===== config.mk =====
export PLATFORM = sky130hd
export DESIGN_NAME = rtc_cal_engine
export DESIGN_NICKNAME = d
export VERILOG_FILES = /design/src/rtl/rtc_cal_pkg.sv /design/src/rtl/rtc_tick_gen.sv /design/src/rtl/rtc_field_out.sv /design/src/rtl/rtc_cal_engine.sv
export SDC_FILE = /design/constraint.sdc
export NUM_CORES = 1
export LEC_CHECK = 0
export BUFFER_PORTS_ARGS = -buffer_cell sky130_fd_sc_hd__buf_2
export CORE_MARGIN = 2
export CORE_UTILIZATION = 50
export CTS_CLUSTER_DIAMETER = 120
export CTS_CLUSTER_SIZE = 28
export DETAILED_ROUTE_END_ITERATION = 10
export PLACE_DENSITY = 0.71
export SLEW_MARGIN = 0
export SYNTH_ARGS = -nofsm -noshare
export SYNTH_HDL_FRONTEND = slang
export SYNTH_HIERARCHICAL = 1
export SYNTH_SLANG_ARGS = --single-unit

===== constraint.sdc =====
create_clock -name clk -period 6.9 [get_ports clk]
set_clock_uncertainty 0.2 [all_clocks]
set_input_delay 1.725 -clock clk [delete_from_list [all_inputs] [get_ports clk]]
set_output_delay 1.725 -clock clk [all_outputs]
set_load 0.01 [all_outputs]

===== src/rtl/rtc_cal_pkg.sv =====
package rtc_cal_pkg;

  localparam int NFIELD = 7;

  // Field order fixes the index used by host writes: 0 sec ... 6 year.
  typedef struct packed {
    logic [6:0] year;
    logic [6:0] mon;
    logic [6:0] dom;
    logic [6:0] dow;
    logic [6:0] hour;
    logic [6:0] min;
    logic [6:0] sec;
  } cal_t;

  typedef logic [NFIELD-1:0][6:0] cal_arr_t;

  function automatic logic [7:0] enc_byte(logic [6:0] v, logic bin);
    logic [6:0] t;
    logic [6:0] u;
    t = v / 7'd10;
    u = v - t * 7'd10;
    return bin ? {1'b0, v} : {t[3:0], u[3:0]};
  endfunction

  function automatic logic [6:0] dec_byte(logic [7:0] b, logic bin);
    return bin ? b[6:0] : ({3'b0, b[7:4]} * 7'd10 + {3'b0, b[3:0]});
  endfunction

  function automatic logic [7:0] enc_hour(logic [6:0] h, logic bin, logic h24);
    logic [6:0] h12;
    logic       pm;
    logic [7:0] e;
    if (h24) return enc_byte(h, bin);
    pm  = (h >= 7'd12);
    h12 = pm ? h - 7'd12 : h;
    if (h12 == 7'd0) h12 = 7'd12;
    e = enc_byte(h12, bin);
    return {pm, e[6:0]};
  endfunction

  function automatic logic [6:0] dec_hour(logic [7:0] b, logic bin, logic h24);
    logic [6:0] h;
    if (h24) return dec_byte(b, bin);
    h = dec_byte({1'b0, b[6:0]}, bin);
    if (h == 7'd12) h = 7'd0;
    if (b[7]) h = h + 7'd12;
    return h;
  endfunction

  function automatic logic [6:0] days_in_month(logic [6:0] mon, logic [6:0] year);
    case (mon)
      7'd2:                       return (year[1:0] == 2'b00) ? 7'd29 : 7'd28;
      7'd4, 7'd6, 7'd9, 7'd11:    return 7'd30;
      default:                    return 7'd31;
    endcase
  endfunction

  function automatic logic at_0159_sunday(cal_t t);
    return (t.dow == 7'd1) && (t.hour == 7'd1) && (t.min == 7'd59) && (t.sec == 7'd59);
  endfunction

  function automatic logic spring_due(cal_t t, logic en);
    return en && at_0159_sunday(t) && (t.mon == 7'd4) && (t.dom <= 7'd7);
  endfunction

  function automatic logic fall_due(cal_t t, logic en, logic done);
    return en && !done && at_0159_sunday(t) && (t.mon == 7'd10) && (t.dom >= 7'd25);
  endfunction

  function automatic logic day_rolls(cal_t t);
    return (t.hour == 7'd23) && (t.min == 7'd59) && (t.sec == 7'd59);
  endfunction

  function automatic cal_t advance(cal_t t, logic spring, logic fall);
    cal_t n;
    n = t;
    if (t.sec != 7'd59) n.sec = t.sec + 7'd1;
    else begin
      n.sec = 7'd0;
      if (t.min != 7'd59) n.min = t.min + 7'd1;
      else begin
        n.min = 7'd0;
        if (spring)              n.hour = 7'd3;
        else if (fall)           n.hour = 7'd1;
        else if (t.hour != 7'd23) n.hour = t.hour + 7'd1;
        else begin
          n.hour = 7'd0;
          n.dow  = (t.dow >= 7'd7) ? 7'd1 : t.dow + 7'd1;
          if (t.dom >= days_in_month(t.mon, t.year)) begin
            n.dom = 7'd1;
            if (t.mon >= 7'd12) begin
              n.mon  = 7'd1;
              n.year = (t.year >= 7'd99) ? 7'd0 : t.year + 7'd1;
            end else n.mon = t.mon + 7'd1;
          end else n.dom = t.dom + 7'd1;
        end
      end
    end
    return n;
  endfunction

endpackage


===== src/rtl/rtc_tick_gen.sv =====
module rtc_tick_gen #(
  parameter int TICKS_PER_SEC = 32768,
  parameter int LEAD_TICKS    = 8
) (
  input  logic clk,
  input  logic rst_n,
  input  logic tick,
  input  logic run_en,
  input  logic inhibit,
  output logic upd_stb,
  output logic uip,
  output logic upd_done
);
  localparam int CW = (TICKS_PER_SEC > 1) ? $clog2(TICKS_PER_SEC) : 1;
  localparam logic [CW-1:0] LAST    = CW'(TICKS_PER_SEC - 1);
  localparam logic [CW-1:0] HALF    = CW'(TICKS_PER_SEC / 2);
  localparam logic [CW-1:0] LEAD_AT = CW'(TICKS_PER_SEC - LEAD_TICKS);

  logic [CW-1:0] cnt_q, cnt_d;

  assign upd_stb = run_en && tick && (cnt_q == LAST);

  always_comb begin
    if (!run_en)      cnt_d = HALF;
    else if (upd_stb) cnt_d = '0;
    else if (tick)    cnt_d = cnt_q + CW'(1);
    else              cnt_d = cnt_q;
  end

  always_ff @(posedge clk) begin
    if (!rst_n) begin
      cnt_q    <= HALF;
      uip      <= 1'b0;
      upd_done <= 1'b0;
    end else begin
      cnt_q    <= cnt_d;
      uip      <= run_en && !inhibit && (cnt_d >= LEAD_AT);
      upd_done <= upd_stb;
    end
  end

  // a running, uninhibited divider has warned before the update fires
  p_uip_before_update_r4: assert property (@(posedge clk) disable iff (!rst_n)
    (upd_stb && $past(run_en) && !$past(inhibit)) |-> uip);

  // the warning is gone when completion is signalled
  p_done_clears_uip_r4: assert property (@(posedge clk) disable iff (!rst_n)
    upd_done |-> !uip);

  // inhibit keeps the warning low
  p_uip_off_inhibit_r5: assert property (@(posedge clk) disable iff (!rst_n)
    inhibit |=> !uip);

endmodule


===== src/rtl/rtc_field_out.sv =====
module rtc_field_out
  import rtc_cal_pkg::*;
#(
  parameter bit IS_HOUR = 1'b0
) (
  input  logic [6:0] val,
  input  logic       bin,
  input  logic       h24,
  output logic [7:0] code
);
  generate
    if (IS_HOUR) begin : g_hour
      assign code = enc_hour(val, bin, h24);
    end else begin : g_plain
      logic unused_h24;
      assign unused_h24 = h24;
      assign code = enc_byte(val, bin);
    end
  endgenerate
endmodule


===== src/rtl/rtc_cal_engine.sv =====
module rtc_cal_engine
  import rtc_cal_pkg::*;
#(
  parameter int TICKS_PER_SEC = 32768,
  parameter int LEAD_TICKS    = 8
) (
  input  logic       clk,
  input  logic       rst_n,
  input  logic       tick_32k,
  input  logic [2:0] osc_ctl,
  input  logic       fmt_bin,
  input  logic       hr_24,
  input  logic       dst_en,
  input  logic       xfer_inhibit,
  input  logic       wr_en,
  input  logic [2:0] wr_sel,
  input  logic [7:0] wr_data,
  output logic [7:0] usr_sec,
  output logic [7:0] usr_min,
  output logic [7:0] usr_hour,
  output logic [7:0] usr_dow,
  output logic [7:0] usr_dom,
  output logic [7:0] usr_mon,
  output logic [7:0] usr_year,
  output logic       century,
  output logic       uip,
  output logic       upd_done
);
  localparam int  HOUR_IDX = 2;
  localparam int  YEAR_IDX = 6;
  localparam cal_arr_t CAL_RESET = {7'd0, 7'd1, 7'd1, 7'd1, 7'd0, 7'd0, 7'd0};

  cal_arr_t   loc_q, loc_d, usr_q, usr_d;
  cal_t       adv;
  logic       fell_q, fell_d, cent_q;
  logic       run_en, upd_stb, spring, fall;
  logic [6:0] wr_val;
  logic [7:0] code_b [NFIELD];

  assign run_en = (osc_ctl[2:1] == 2'b01);

  rtc_tick_gen #(.TICKS_PER_SEC(TICKS_PER_SEC), .LEAD_TICKS(LEAD_TICKS)) u_tick (
    .clk(clk), .rst_n(rst_n), .tick(tick_32k), .run_en(run_en), .inhibit(xfer_inhibit),
    .upd_stb(upd_stb), .uip(uip), .upd_done(upd_done)
  );

  assign spring = spring_due(loc_q, dst_en);
  assign fall   = fall_due(loc_q, dst_en, fell_q);
  assign adv    = advance(loc_q, spring, fall);
  assign wr_val = (wr_sel == 3'(HOUR_IDX)) ? dec_hour(wr_data, fmt_bin, hr_24)
                                           : dec_byte(wr_data, fmt_bin);

  always_comb begin
    loc_d  = upd_stb ? adv : loc_q;
    usr_d  = (upd_stb && !xfer_inhibit) ? adv : usr_q;
    fell_d = fell_q;
    if (upd_stb) begin
      if (fall)                  fell_d = 1'b1;
      else if (day_rolls(loc_q)) fell_d = 1'b0;
    end
    for (int i = 0; i < NFIELD; i++) begin
      if (wr_en && (wr_sel == 3'(i))) begin
        loc_d[i] = wr_val;
        usr_d[i] = wr_val;
      end
    end
  end

  always_ff @(posedge clk) begin
    if (!rst_n) begin
      loc_q  <= CAL_RESET;
      usr_q  <= CAL_RESET;
      fell_q <= 1'b0;
      cent_q <= 1'b0;
    end else begin
      loc_q  <= loc_d;
      usr_q  <= usr_d;
      fell_q <= fell_d;
      if (wr_en && (wr_sel == 3'(YEAR_IDX))) cent_q <= (wr_val >= 7'd80);
    end
  end

  generate
    for (genvar g = 0; g < NFIELD; g++) begin : g_out
      rtc_field_out #(.IS_HOUR(g == HOUR_IDX)) u_fo (
        .val(usr_q[g]), .bin(fmt_bin), .h24(hr_24), .code(code_b[g])
      );
    end
  endgenerate

  assign usr_sec  = code_b[0];
  assign usr_min  = code_b[1];
  assign usr_hour = code_b[2];
  assign usr_dow  = code_b[3];
  assign usr_dom  = code_b[4];
  assign usr_mon  = code_b[5];
  assign usr_year = code_b[6];
  assign century  = cent_q;

  // frozen user copy while transfers are inhibited and no host write arrives
  p_user_frozen_r5: assert property (@(posedge clk) disable iff (!rst_n)
    (xfer_inhibit && !wr_en) |=> $stable(usr_q));

  // spring-forward lands on three o'clock
  p_spring_jump_r9: assert property (@(posedge clk) disable iff (!rst_n)
    (upd_stb && spring && !wr_en) |=> (loc_q[HOUR_IDX] == 7'd3));

  // fall-back lands on one o'clock and is remembered
  p_fall_once_r10: assert property (@(posedge clk) disable iff (!rst_n)
    (upd_stb && fall && !wr_en) |=> (fell_q && loc_q[HOUR_IDX] == 7'd1));

endmodule


# Word-level counts from Yosys, hierarchy flattened
# Index checks and enable logic that the tools add are counted.
# classes
addsub	20
mul	10
n_div	8
order_cmp	9
eq_ne	23
mux	66
reduce_logical	46
# ops
cell	n
$mux 7	41
$mux 49	2
$mux 28	3
$mux 8	9
$div 7x4->7 const B	8
$mul 7x3->3 const B	8
$add 7x1->7 const B	7
$mux 15	3
$mux 42	1
$mux 35	1
$sub 4x4->4	8
$reduce_bool 2->1	15
$eq 7x4->1 const B	4
$logic_and 1x1->1	24
$add 15x1->15 const B	1
$eq 15x15->1 const B	1
$ge 15x15->1 const B	1
$add 7x4->7	2
$eq 7x1->1 const B	2
$eq 7x3->1 const B	2
$eq 7x6->1 const B	2
$ge 7x4->1 const B	2
$ge 7x7->1 const B	2
$mux 14	1
other kinds (24)	32
# word_totals
ff_bits	117
input_bits	22
out_inout_bits	59
wordCells	201

# Depth between registers and ports, before layout
# Gate-level depths: netlist (run 1).
# depth
depth_word	20
mapped_depth	28
ltp_nobuf	27

# By module
# The synthesis (run 1) kept the hierarchy.
# modules_own_cells
module	n_inst	cells_per_inst	area_per_inst_um2	seq_area_each_um2
rtc_cal_engine	1	837	6399.9	2001.9
rtc_field_out (g_out[0].u_fo ...)	5	63	480.5	0.0
rtc_field_out (g_out[2].u_fo)	1	193	1365.1	0.0
rtc_tick_gen	1	95	840.8	340.3
rtc_field_out (g_out[6].u_fo)	1	91	694.4	0.0

# Worst setup path before layout (run 1)
# No wires, ideal clock.
# synth_path
path_type	register to output
startpoint	register usr_q[17] (netlist name)
endpoint	output port usr_hour[2]
arrival_time_ns	5.196
slack_ns	-0.221
stages_incl_launch_ff	28
n_path_buf	1
cell_sequence	dfxtp_1 > buf_2 > clkinv_1 > ha_1 > nand2b_1 > nor3_1 > o221ai_1 > o21ai_1 > ha_1 > a31oi_1 > a21bo_2 > a21oi_1 > nand2b_1 > inv_1 > ha_1 > inv_1 > a21oi_1 > o211a_4 > ha_1 > nand2_1 > nand2_1 > a31oi_1 > a311oi_2 > nand2_1 > ha_1 > fa_1 > inv_1 > mux4_2
# synth_between
elab_chain_len	10
# synth_rtl
item	line	text
start: declaration	rtc_cal_engine.sv:33	cal_arr_t loc_q, loc_d, usr_q, usr_d;
start signal: assignment	rtc_cal_engine.sv:77	usr_q <= usr_d;
$sub 7x4->7 / $ge 7x4->1 (equally long branches)	rtc_cal_pkg.sv:36, rtc_cal_pkg.sv:35	
$mux 7	rtc_cal_pkg.sv:36	h12 = pm ? h - 7'd12 : h;
$logic_not 7->1	rtc_cal_pkg.sv:37	if (h12 == 7'd0) h12 = 7'd12;
$mux 7	rtc_cal_pkg.sv:37	
$mux 7	rtc_cal_pkg.sv:35	pm = (h >= 7'd12);
$div 7x4->7	rtc_cal_pkg.sv:21	t = v / 7'd10;
$mul 7x3->3	rtc_cal_pkg.sv:22	u = v - t * 7'd10;
$sub 4x4->4	rtc_cal_pkg.sv:22	
$mux 7	rtc_cal_pkg.sv:23	return bin ? {1'b0, v} : {t[3:0], u[3:0]};
$mux 8 (*)	rtc_cal_pkg.sv:35	
end: declaration	rtc_cal_engine.sv:20	output logic [7:0] usr_hour,
# Mark *: on every way between the ends. The rest lies on a longest branch, timed or not. The select of a mux whose other input is x is not followed.

# Final worst setup path (run 1)
# Ends and elaborated chain as after synthesis.

==> results of run 1 <==
cell families after synthesis:
family,synth area share [%]
simple gates,28.2
compound gates,27.5
buf+inv,7.98
flops,20.0
fa+ha+maj,6.84
xor+xnor,4.28
mux,5.14
flip-flops by register name, summed over array words and instances, names as in the netlist:
signal,count
loc_q,49
u_tick/upd_done,1
century,1
usr_q,49
u_tick/cnt_q,15
u_tick/uip,1
fell_q,1
where the power goes:
part / total [mW] / internal (mW) / switching [mW]
Sequential: 0.727 / 0.692 / 0.0350
Combinational: 0.471 / 0.202 / 0.269
Clock: 0.888 / 0.543 / 0.345
Total: 2.09 / 1.44 / 0.649
layout make-up:
cell class              count  area share, %
diodes                      1         0.0194
clock buffers              18           3.40
clock inverters            14           1.18
inverters                  72           2.12
multi-input cells        1225           66.2
flip-flops and latches    117           18.2
well taps                 313           3.03
repair buffers            124           5.78
how the worst max path moves through the flow:
| stage | start | endpoint | slack, ps | cells after the start |
|---|---|---|---|---|
| global placement | usr_q[17] | usr_hour[2] | -20 | 26 |
| CTS | usr_q[17] | usr_hour[2] | -370 | 27 |
| floorplan | usr_q[17] | usr_hour[2] | 30 | 27 |
| detailed placement | usr_q[17] | usr_hour[2] | -160 | 26 |
| global route | usr_q[16] | usr_hour[2] | -610 | 27 |
| finish | usr_q[17] | usr_hour[2] | -380 | 25 |
critical path, stage by stage (launching register included):
cell and delay (ps):
dfxtp_4 360, ha_4 170, or2_2 300, a211oi_2 280, o221ai_2 150, o21ai_2 90
ha_2 200, a31oi_1 40, a21bo_2 260, a21oi_2 140, nand2b_4 160, inv_4 40
ha_4 150, inv_2 60, a21oi_2 40, o211a_4 260, ha_4 260, nand2_2 60
buf_4 140, a311oi_2 300, nand2_1 120, ha_2 210, fa_2 520, inv_1 40
mux4_2 450, buf_6 140
synth_stat cells (8+ instances only):
master    count  area [um^2]
xnor2_1      26          228
mux2i_1      29          290
a31oi_1      35          219
nor3_1       50          250
nor4_1       10         62.6
a211oi_1     25          188
buf_6        18          203
ha_1         48          601
dfxtp_1     117         2340
xor2_1       28          245
nor2_1      130          488
o21ai_0      97          485
nand2_1     150          563
or3_1        11         68.8
nor3b_1      14          105
nand3b_1      9         67.6
nand4_1      18          113
a21oi_1     104          521
o22ai_1      14         87.6
buf_4         9         67.6
o21ai_1      10         50.1
and2_1       12         75.1
inv_1        69          259
and3_1       23          144
mux2_2       17          191
fa_1         10          200
nor2b_1      14         87.6
o211ai_1     15          113
o31a_1       10         87.6
buf_2        28          140
nand2b_1     28          175
o31ai_1       8         60.1
nand3_2      12          120
o21a_1       14          105
nand3_1      52          260
clkbuf_1     55          206
what timing repair did:
item                                   in CTS  in global routing
endpoints found under the hold margin       0                  0
pin swaps                                   9                  1
buffers inserted                            8                  0
gates resized for setup                    23                  5
setup endpoints to repair                   3                  4
per-layer routing:
| metal | up-vias | GRT usage, % | part of all wire [%] |
|---|---|---|---|
| li1 | 5664 | - | - |
| met1 | 5409 | 33.3 | 45 |
| met2 | 342 | 43.9 | 48 |
| met3 | 55 | 3.06 | 4.9 |
| met4 | 0 | 8.43 | 2.2 |
| met5 | - | 0 | 0 |
stage by stage:
step | setup slack, ps | setup TNS, ps | power [mW] | area [um^2]
after floorplan | 33.6 | 0 | 1.06 | 11700
after CTS | -373 | -566 | 2.08 | 12900
after detailed placement | -158 | -237 | 1.18 | 12100
final | -375 | -564 | 2.09 | 12900
after global placement | -20.1 | -20.1 | 1.17 | 12100
after global routing | -614 | -1090 | 2.17 | 12900
==> out/qor.txt, run 1 <==
Worst hold path depth - 2
Startpoint Class - register
Grt ovf - 0
Req. time, crit path - 4970 ps
FF-to-FF Start - u_tick/cnt_q[0]
Hold_ws - 277 ps
Commonest non-fill, non-tap cells in the layout - nand2_1, nor2_1, dfxtp_1
Setup crit end kind - output pin
Routed Antenna Nets - 0
RR Endpoint - usr_q[14]
Worst R2R Setup Slack - 2250 ps
Maxcap violations - 0
Actual slew at the worst max-slew pin - 1270 ps
Die Y - 157 um
Num CTS Buffers - 17
CTS H-tree depth - 4
Final core utilization - 56.7%
Worst slew margin - 15.4%
GRT Resource Usage Total - 25.6%
Avg Cell Area, Syn - 7.64 um^2
Status - complete, but fails checks
Clock transition at path regs - 60 ps
Flops & latches, synth - 117
CTS tree - done
Core region area - 0.0228 mm^2
Max Buffers Root-to-Sink - 2
Placed Instances - 1843
Setup violators final - 2
Pwr Density - 162 mW/mm^2
Hold Crit Class - reg2reg
Register Area - 0.00235 mm^2
Via count - 11500
Die Wd - 157 um
Area Growth Syn to Fin - 10.3%
Min-delay src - usr_q[29]
Share of cells above drive strength 1 - 19.9%
Hold Crit Endpoint - usr_q[29]
Area of the multi-input gates - 0.00855 mm^2
Largest net degree at the start of global routing - 74
Number of port buffers - 79
Most common cell after layout, fill and taps aside - nand2_1
TritonCTS Sinks - 117
Routed length per instance - 16.6 um
Via/cell ratio - 6.09
Initial drt markers - 842
Antenna violations before repair - 1
Peak supply drop - 0.173 mV
Final Hold Viols - 0
Clock Latency Late Sink - 420 ps
Hold_buf cts - 0
CTS root buf - clkbuf_16
Max FO, Critical Path - 4
EDFF count, synth - 0
Post-Synthesis Cells - 1531
First-pass GRT wire length - 52.2 mm
Post-synth ARST share - 0%
Failing checks - negative setup slack
Cells on worst reg2reg path - 9
Synth Flop Type - dfxtp_1
Syn_nets - 1611
WP data arrival - 5350 ps
Library cells used by synthesis - 120
Worst Slack Setup Final - -375 ps
Row Count - 55
Max frequency - 137 MHz
DP Wirelength - 22.0 mm
Fill cell count - 2144
Mapped Area - 0.0117 mm^2
Finished Layout Cells - 1884
Vias in the first global route - 10700
Seq/Total Area, Yosys - 20.0%
WS Path Type - reg2out
Nets - 1637
Final wirelength - 31.4 mm
Lkg Pwr - 4.98 nW
YS warnings - 6
Effective utilization at floorplan - 51.4%
Period minus WS final - 7280 ps
RSZ-0062 raised after global routing - true
DRC viols - 0
Max-slew violation count - 0
Top Ports - 81
1st-pass router iterations - 6
Fin crit share - 105%
Placer Congestion - 0.919
Die area - 0.0246 mm^2
Note: power is estimated with default switching activity, not from simulation.
==> run 2, diff against run 1 <==
--- a/config.mk
+++ b/config.mk
@@ -5,6 +5,7 @@
 export SDC_FILE = /design/constraint.sdc
 export NUM_CORES = 1
 export LEC_CHECK = 0
+export ABC_AREA = 1
 export BUFFER_PORTS_ARGS = -buffer_cell sky130_fd_sc_hd__buf_2
 export CORE_MARGIN = 2
 export CORE_UTILIZATION = 50
==> out/qor.txt, run 2 <==
Syn_nets - 1884
Area Growth Syn to Fin - 12.5%
1st-pass router iterations - 7
DRC viols - 0
Worst hold path depth - 2
Final instance area - 0.0123 mm^2
FF-to-FF Start - u_tick/cnt_q[5]
Row Count - 54
Max stage delay on crit path - 370 ps
WP data arrival - 4710 ps
Cells on worst reg2reg path - 13
Antenna Cells - 0
Max FO, Critical Path - 7
Die area - 0.0231 mm^2
YS warnings - 6
Max frequency - 151 MHz
Yosys top cell by area - dfxtp_1
First-pass GRT wire length - 47.7 mm
Count leader, synth - nand2_1
WS Path Type - reg2out
Commonest non-fill, non-tap cells in the layout - nand2_1, inv_1, nand3_1
TritonCTS Sinks - 117
Worst Slack Setup Final - 266 ps
Via/cell ratio - 5.26
Post-Synthesis Cells - 1804
Avg Cell Area, Syn - 6.08 um^2
Maxcap violations - 0
Number of port buffers - 79
Lkg Pwr - 6.54 nW
Peak supply drop - 0.190 mV
Clock transition at path regs - 60 ps
Actual slew at the worst max-slew pin - 1140 ps
Mapped Area - 0.0110 mm^2
Placer Congestion - 0.922
Flops & latches, synth - 117
Largest net degree at the start of global routing - 55
Library cells used by synthesis - 56
Synth area leaders - dfxtp_1, nand2_1, inv_1
CTS H-tree depth - 4
Final wirelength - 28.4 mm
Via count - 11400
Most common cell after layout, fill and taps aside - nand2_1
CTS root buf - clkbuf_16
Max-slew violation count - 0
Hold Crit Endpoint - usr_q[28]
RR Endpoint - usr_q[38]
Max Buffers Root-to-Sink - 2
Period minus WS final - 6630 ps
CTS tree - done
Core region area - 0.0217 mm^2
Largest regs - loc_q x49, usr_q x49, u_tick/cnt_q x15
Worst R2R Setup Slack - 3310 ps
DP Wirelength - 21.3 mm
EDFF count, synth - 0
Clock Latency Late Sink - 430 ps
Synth cell count leaders - nand2_1, inv_1, nand3_1
Final Hold Viols - 0
Die Wd - 152 um
Min-delay src - usr_q[28]
Fin crit share - 96.1%
Worst slew margin - 23.6%
Share of cells above drive strength 1 - 15.2%
Most used cell, CP - nand2_1
Routed length per instance - 13.1 um
Die Y - 152 um
Pre-CTS WS - 190 ps
Synth Flop Type - dfxtp_1
Yosys top cell area share - 21.4%
Routed Antenna Nets - 0
Num CTS Buffers - 17
Status - completed
Setup violators final - 0
Pwr Density - 179 mW/mm^2
Top Ports - 81
Hold Crit Class - reg2reg
GRT Resource Usage Total - 24.0%
Grt ovf - 0
Initial drt markers - 750
Nets - 1957
Vias in the first global route - 10300
Hold_ws - 267 ps
Effective utilization at floorplan - 50.5%
Seq/Total Area, Yosys - 21.4%
Post-synth ARST share - 0%
Slowest cell on crit path - fa_1
Startpoint Class - register
Antenna violations before repair - 0
Area post-placement - 0.0116 mm^2
Setup crit end kind - output pin
Req. time, crit path - 4970 ps
-- run 2: changes by cell type after synthesis, sizes merged, moves of 31 or more --
cell / before / now
nand2: 150 / 452
inv: 71 / 357
nand3: 64 / 245
a21oi: 110 / 36
o21ai: 107 / 170
buf: 61 / 12
nor3: 51 / 15
a211oi: 31 / 0
a31oi: 35 / 4
o21bai: 2 / 33
-- run 2: worst max-delay path by stage --
stage                    from           to  slack, ps
floorplan           usr_q[16]  usr_hour[3]        830
global placement    usr_q[16]  usr_hour[3]        350
detailed placement  usr_q[16]  usr_hour[3]        190
CTS                 usr_q[16]  usr_hour[3]         10
global route        usr_q[16]  usr_hour[3]        -60
finish              usr_q[16]  usr_hour[3]        270
-- run 2: stage by stage --
step                setup TNS, ps  cells  total power [mW]  util (%)
global placement                0   2128              1.27      53.3
floorplan                       0   1804              1.14         -
finish                          0   2170              2.21      56.9
detailed placement              0   2128              1.28      53.3
CTS                             0   2160              2.19      56.1
global route                -55.8   2170              2.33      56.9
-- run 2: power breakdown --
group	leakage, nW	switching [mW]	internal [mW]
Combinational	5.30	0.364	0.218
Sequential	0.951	0.0232	0.695
Clock	0.281	0.330	0.574
-- run 2: layer usage --
layer / track usage (%) / up-vias / routed length [um]
li1: - / 5938 / -
met2: 40.9 / 269 / 13400
met1: 31.9 / 5168 / 13100
met4: 6.01 / 0 / 482
met5: 0 / - / 0
met3: 3.62 / 38 / 1400
-- run 2: repair_timing --
action | CTS | global route
gates resized for setup | 5 | 22
pin swaps | 0 | 8
hold buffers | 0 | 0
setup buffers | 0 | 10
endpoints found under the setup margin | 2 | 2
-- run 2: final cells by class --
class | instances | area [um^2]
Clock buffer | 19 | 443
Clock inverter | 13 | 156
Fill cell | 2135 | 9350
Inverter | 371 | 1420
Multi-Input combinational cell | 1277 | 7100
Sequential cell | 117 | 2350
Tap cell | 280 | 350
Timing Repair Buffer | 93 | 513
-- run 2: kinds of logic after synthesis --
group                    after synthesis  share of synthesized area, %
flip-flops                           117                          21.4
multiplexers                           2                         0.183
buffers and inverters                410                          14.7
XOR/XNOR                              22                          1.93
AND/OR/NAND/NOR                      898                          38.5
adder cells (fa/ha/maj)               58                          7.31
AO/OA/AOI/OAI                        297                          16.0
-- run 2: worst max-delay path, delay by kind of cell, from the launching register on --
family	cells	cell delay, ps
buffers and inverters	4	390
xor gates and xnor gates	1	180
and+or+nand+nor	20	1630
adders and majority gates	5	1200
AOI/OAI and AO/OA	3	500
DFF	1	360
==> run 3, diff against run 2 <==
--- a/config.mk
+++ b/config.mk
@@ -16,5 +16,4 @@
 export SLEW_MARGIN = 0
 export SYNTH_ARGS = -nofsm -noshare
 export SYNTH_HDL_FRONTEND = slang
-export SYNTH_HIERARCHICAL = 1
 export SYNTH_SLANG_ARGS = --single-unit
==> out/qor.txt, run 3 <==
Status - completed
Die Y - 144 um
Final Power - 2.16 mW
Top Ports - 81
Maxcap violations - 0
Yosys top cell by area - dfxtp_1
1st-pass router iterations - 5
First-pass GRT wire length - 42.8 mm
Number of port buffers - 79
Hold Crit Class - reg2reg
TritonCTS Sinks - 117
Post-synthesis mux area share - 0.305%
Startpoint Class - register
Final wirelength - 26.2 mm
Compound-Gate Fraction of Synth Area - 19.7%
Lkg Pwr - 5.70 nW
Post-Synth Simple-Gate Area - 30.5%
Via count - 10300
Effective utilization at floorplan - 50.8%
Seq/Total Area, Yosys - 23.8%
Syn_nets - 1654
Yosys top cell area share - 23.8%
Row Count - 51
Antenna violations before repair - 0
Pwr Density - 192 mW/mm^2
Library cells used by synthesis - 57
EDFF count, synth - 0
Fin crit share - 96.1%
Setup crit end kind - output pin
Synth area leaders - dfxtp_1, nand2_1, inv_1
Avg Cell Area, Syn - 6.26 um^2
Vias in the first global route - 9029
Hold_buf cts - 0
Largest net degree at the start of global routing - 65
Most used cell, CP - nand2_2
GRT Resource Usage Total - 25.5%
Worst slew margin - 37.1%
CTS tree - done
Antenna Cells - 0
Setup violators final - 0
Placer Congestion - 0.928
Max FO, Critical Path - 8
Largest regs - loc_q x49, usr_q x49, u_tick.cnt_q x15
Max frequency - 151 MHz
Peak supply drop - 0.178 mV
Mapped Area - 0.00985 mm^2
DRC viols - 0
Commonest non-fill, non-tap cells in the layout - nand2_1, inv_1, o21ai_0
CTS root buf - clkbuf_16
Adder-cell share of the synthesized area - 8.13%
Final TNS setup - 0 ps
Period minus WS final - 6630 ps
Req. time, crit path - 4970 ps
Routed length per instance - 13.6 um
Via/cell ratio - 5.33
Post-synth ARST share - 0%
Die Wd - 144 um
Share of cells above drive strength 1 - 12.6%
Die area - 0.0208 mm^2
WS Path Type - reg2out
Actual slew at the worst max-slew pin - 943 ps
Routed Antenna Nets - 0
Count leader, synth - nand2_1
DP Wirelength - 19.5 mm
Grt ovf - 0
Flops & latches, synth - 117
Max-slew violation count - 0
Nets - 1728
YS warnings - 0
Synth cell count leaders - nand2_1, inv_1, o21ai_0
Slowest cell on crit path - dfxtp_2
Xor-xnor portion of the synthesized cell area - 3.38%
Max Buffers Root-to-Sink - 2
Core region area - 0.0194 mm^2
Clock Latency Late Sink - 430 ps
Clock transition at path regs - 60 ps
Area Growth Syn to Fin - 14.1%
Synth Flop Type - dfxtp_1
Post-Synthesis Cells - 1574
Initial drt markers - 821
Num CTS Buffers - 17
Max stage delay on crit path - 330 ps
Largest family of logic cells by synthesized area - simple AND/OR/NAND/NOR gates
Most common cell after layout, fill and taps aside - nand2_1
WP data arrival - 4700 ps
CTS H-tree depth - 4
Final Hold Viols - 0
-- run 3: cells by family after synthesis --
logic type | after synthesis
buffers and inverters | 358
and+or+nand+nor | 673
AOI/OAI and AO/OA | 327
muxes | 3
DFF | 117
adders and majority gates | 58
xor gates and xnor gates | 38
-- run 3: per-stage QoR --
stage / cells / area, um^2 / hold slack (ps) / utilization, % / setup WS, ps
6_report: 1926 / 11200 / 272 / 57.9 / 271
3_3_place_gp: 1881 / 10400 / 269 / 53.6 / 354
5_1_grt: 1926 / 11200 / 321 / 57.9 / -67.5
2_1_floorplan: 1574 / 9850 / 230 / - / 716
4_1_cts: 1913 / 11000 / 277 / 56.9 / 12.6
3_5_place_dp: 1881 / 10400 / 268 / 53.6 / 219
-- run 3: report_power, final --
part	switching (mW)	internal [mW]
combinational	0.348	0.205
clock	0.352	0.540
sequential	0.0203	0.695
-- run 3: worst max-delay path, delay by kind of cell, from the launching register on --
family,cells,cell delay [ps]
flip-flops,1,330
adder cells (fa/ha/maj),5,1160
AND/OR/NAND/NOR,22,1900
AO/OA/AOI/OAI,3,430
buffers and inverters,6,430
-- run 3: per-layer routing --
layer | vias to the layer above | share of wire (%) | track usage, %
met5 | - | 0 | 0
met4 | 0 | 2.0 | 8.74
met3 | 45 | 6.6 | 3.97
met2 | 331 | 44 | 40.6
met1 | 4615 | 48 | 35.3
li1 | 5266 | - | -
-- run 3: worst paths after layout --
check	slack, ps	to	startpoint	cells after the start
worst max-delay path	270	usr_hour[3]	usr_q[19]	36
worst max register to register	3330	loc_q[29]	loc_q[35]	19
worst min-delay path	270	century	century	2
worst min register to register	270	century	century	2
-- run 3: final cells by class --
cell class / instances / area, um^2
fillers: 1935 / 8170
multi-input cells: 1099 / 6230
flip-flops and latches: 117 / 2350
inverters: 316 / 1190
repair buffers: 97 / 531
clock buffers: 17 / 425
well taps: 265 / 332
clock inverters: 15 / 169
-- run 3: what timing repair did --
action	4_1_cts	5_1_grt
setup endpoints to repair	2	2
pin swaps	2	11
buffers inserted	0	13
gates resized for setup	14	28
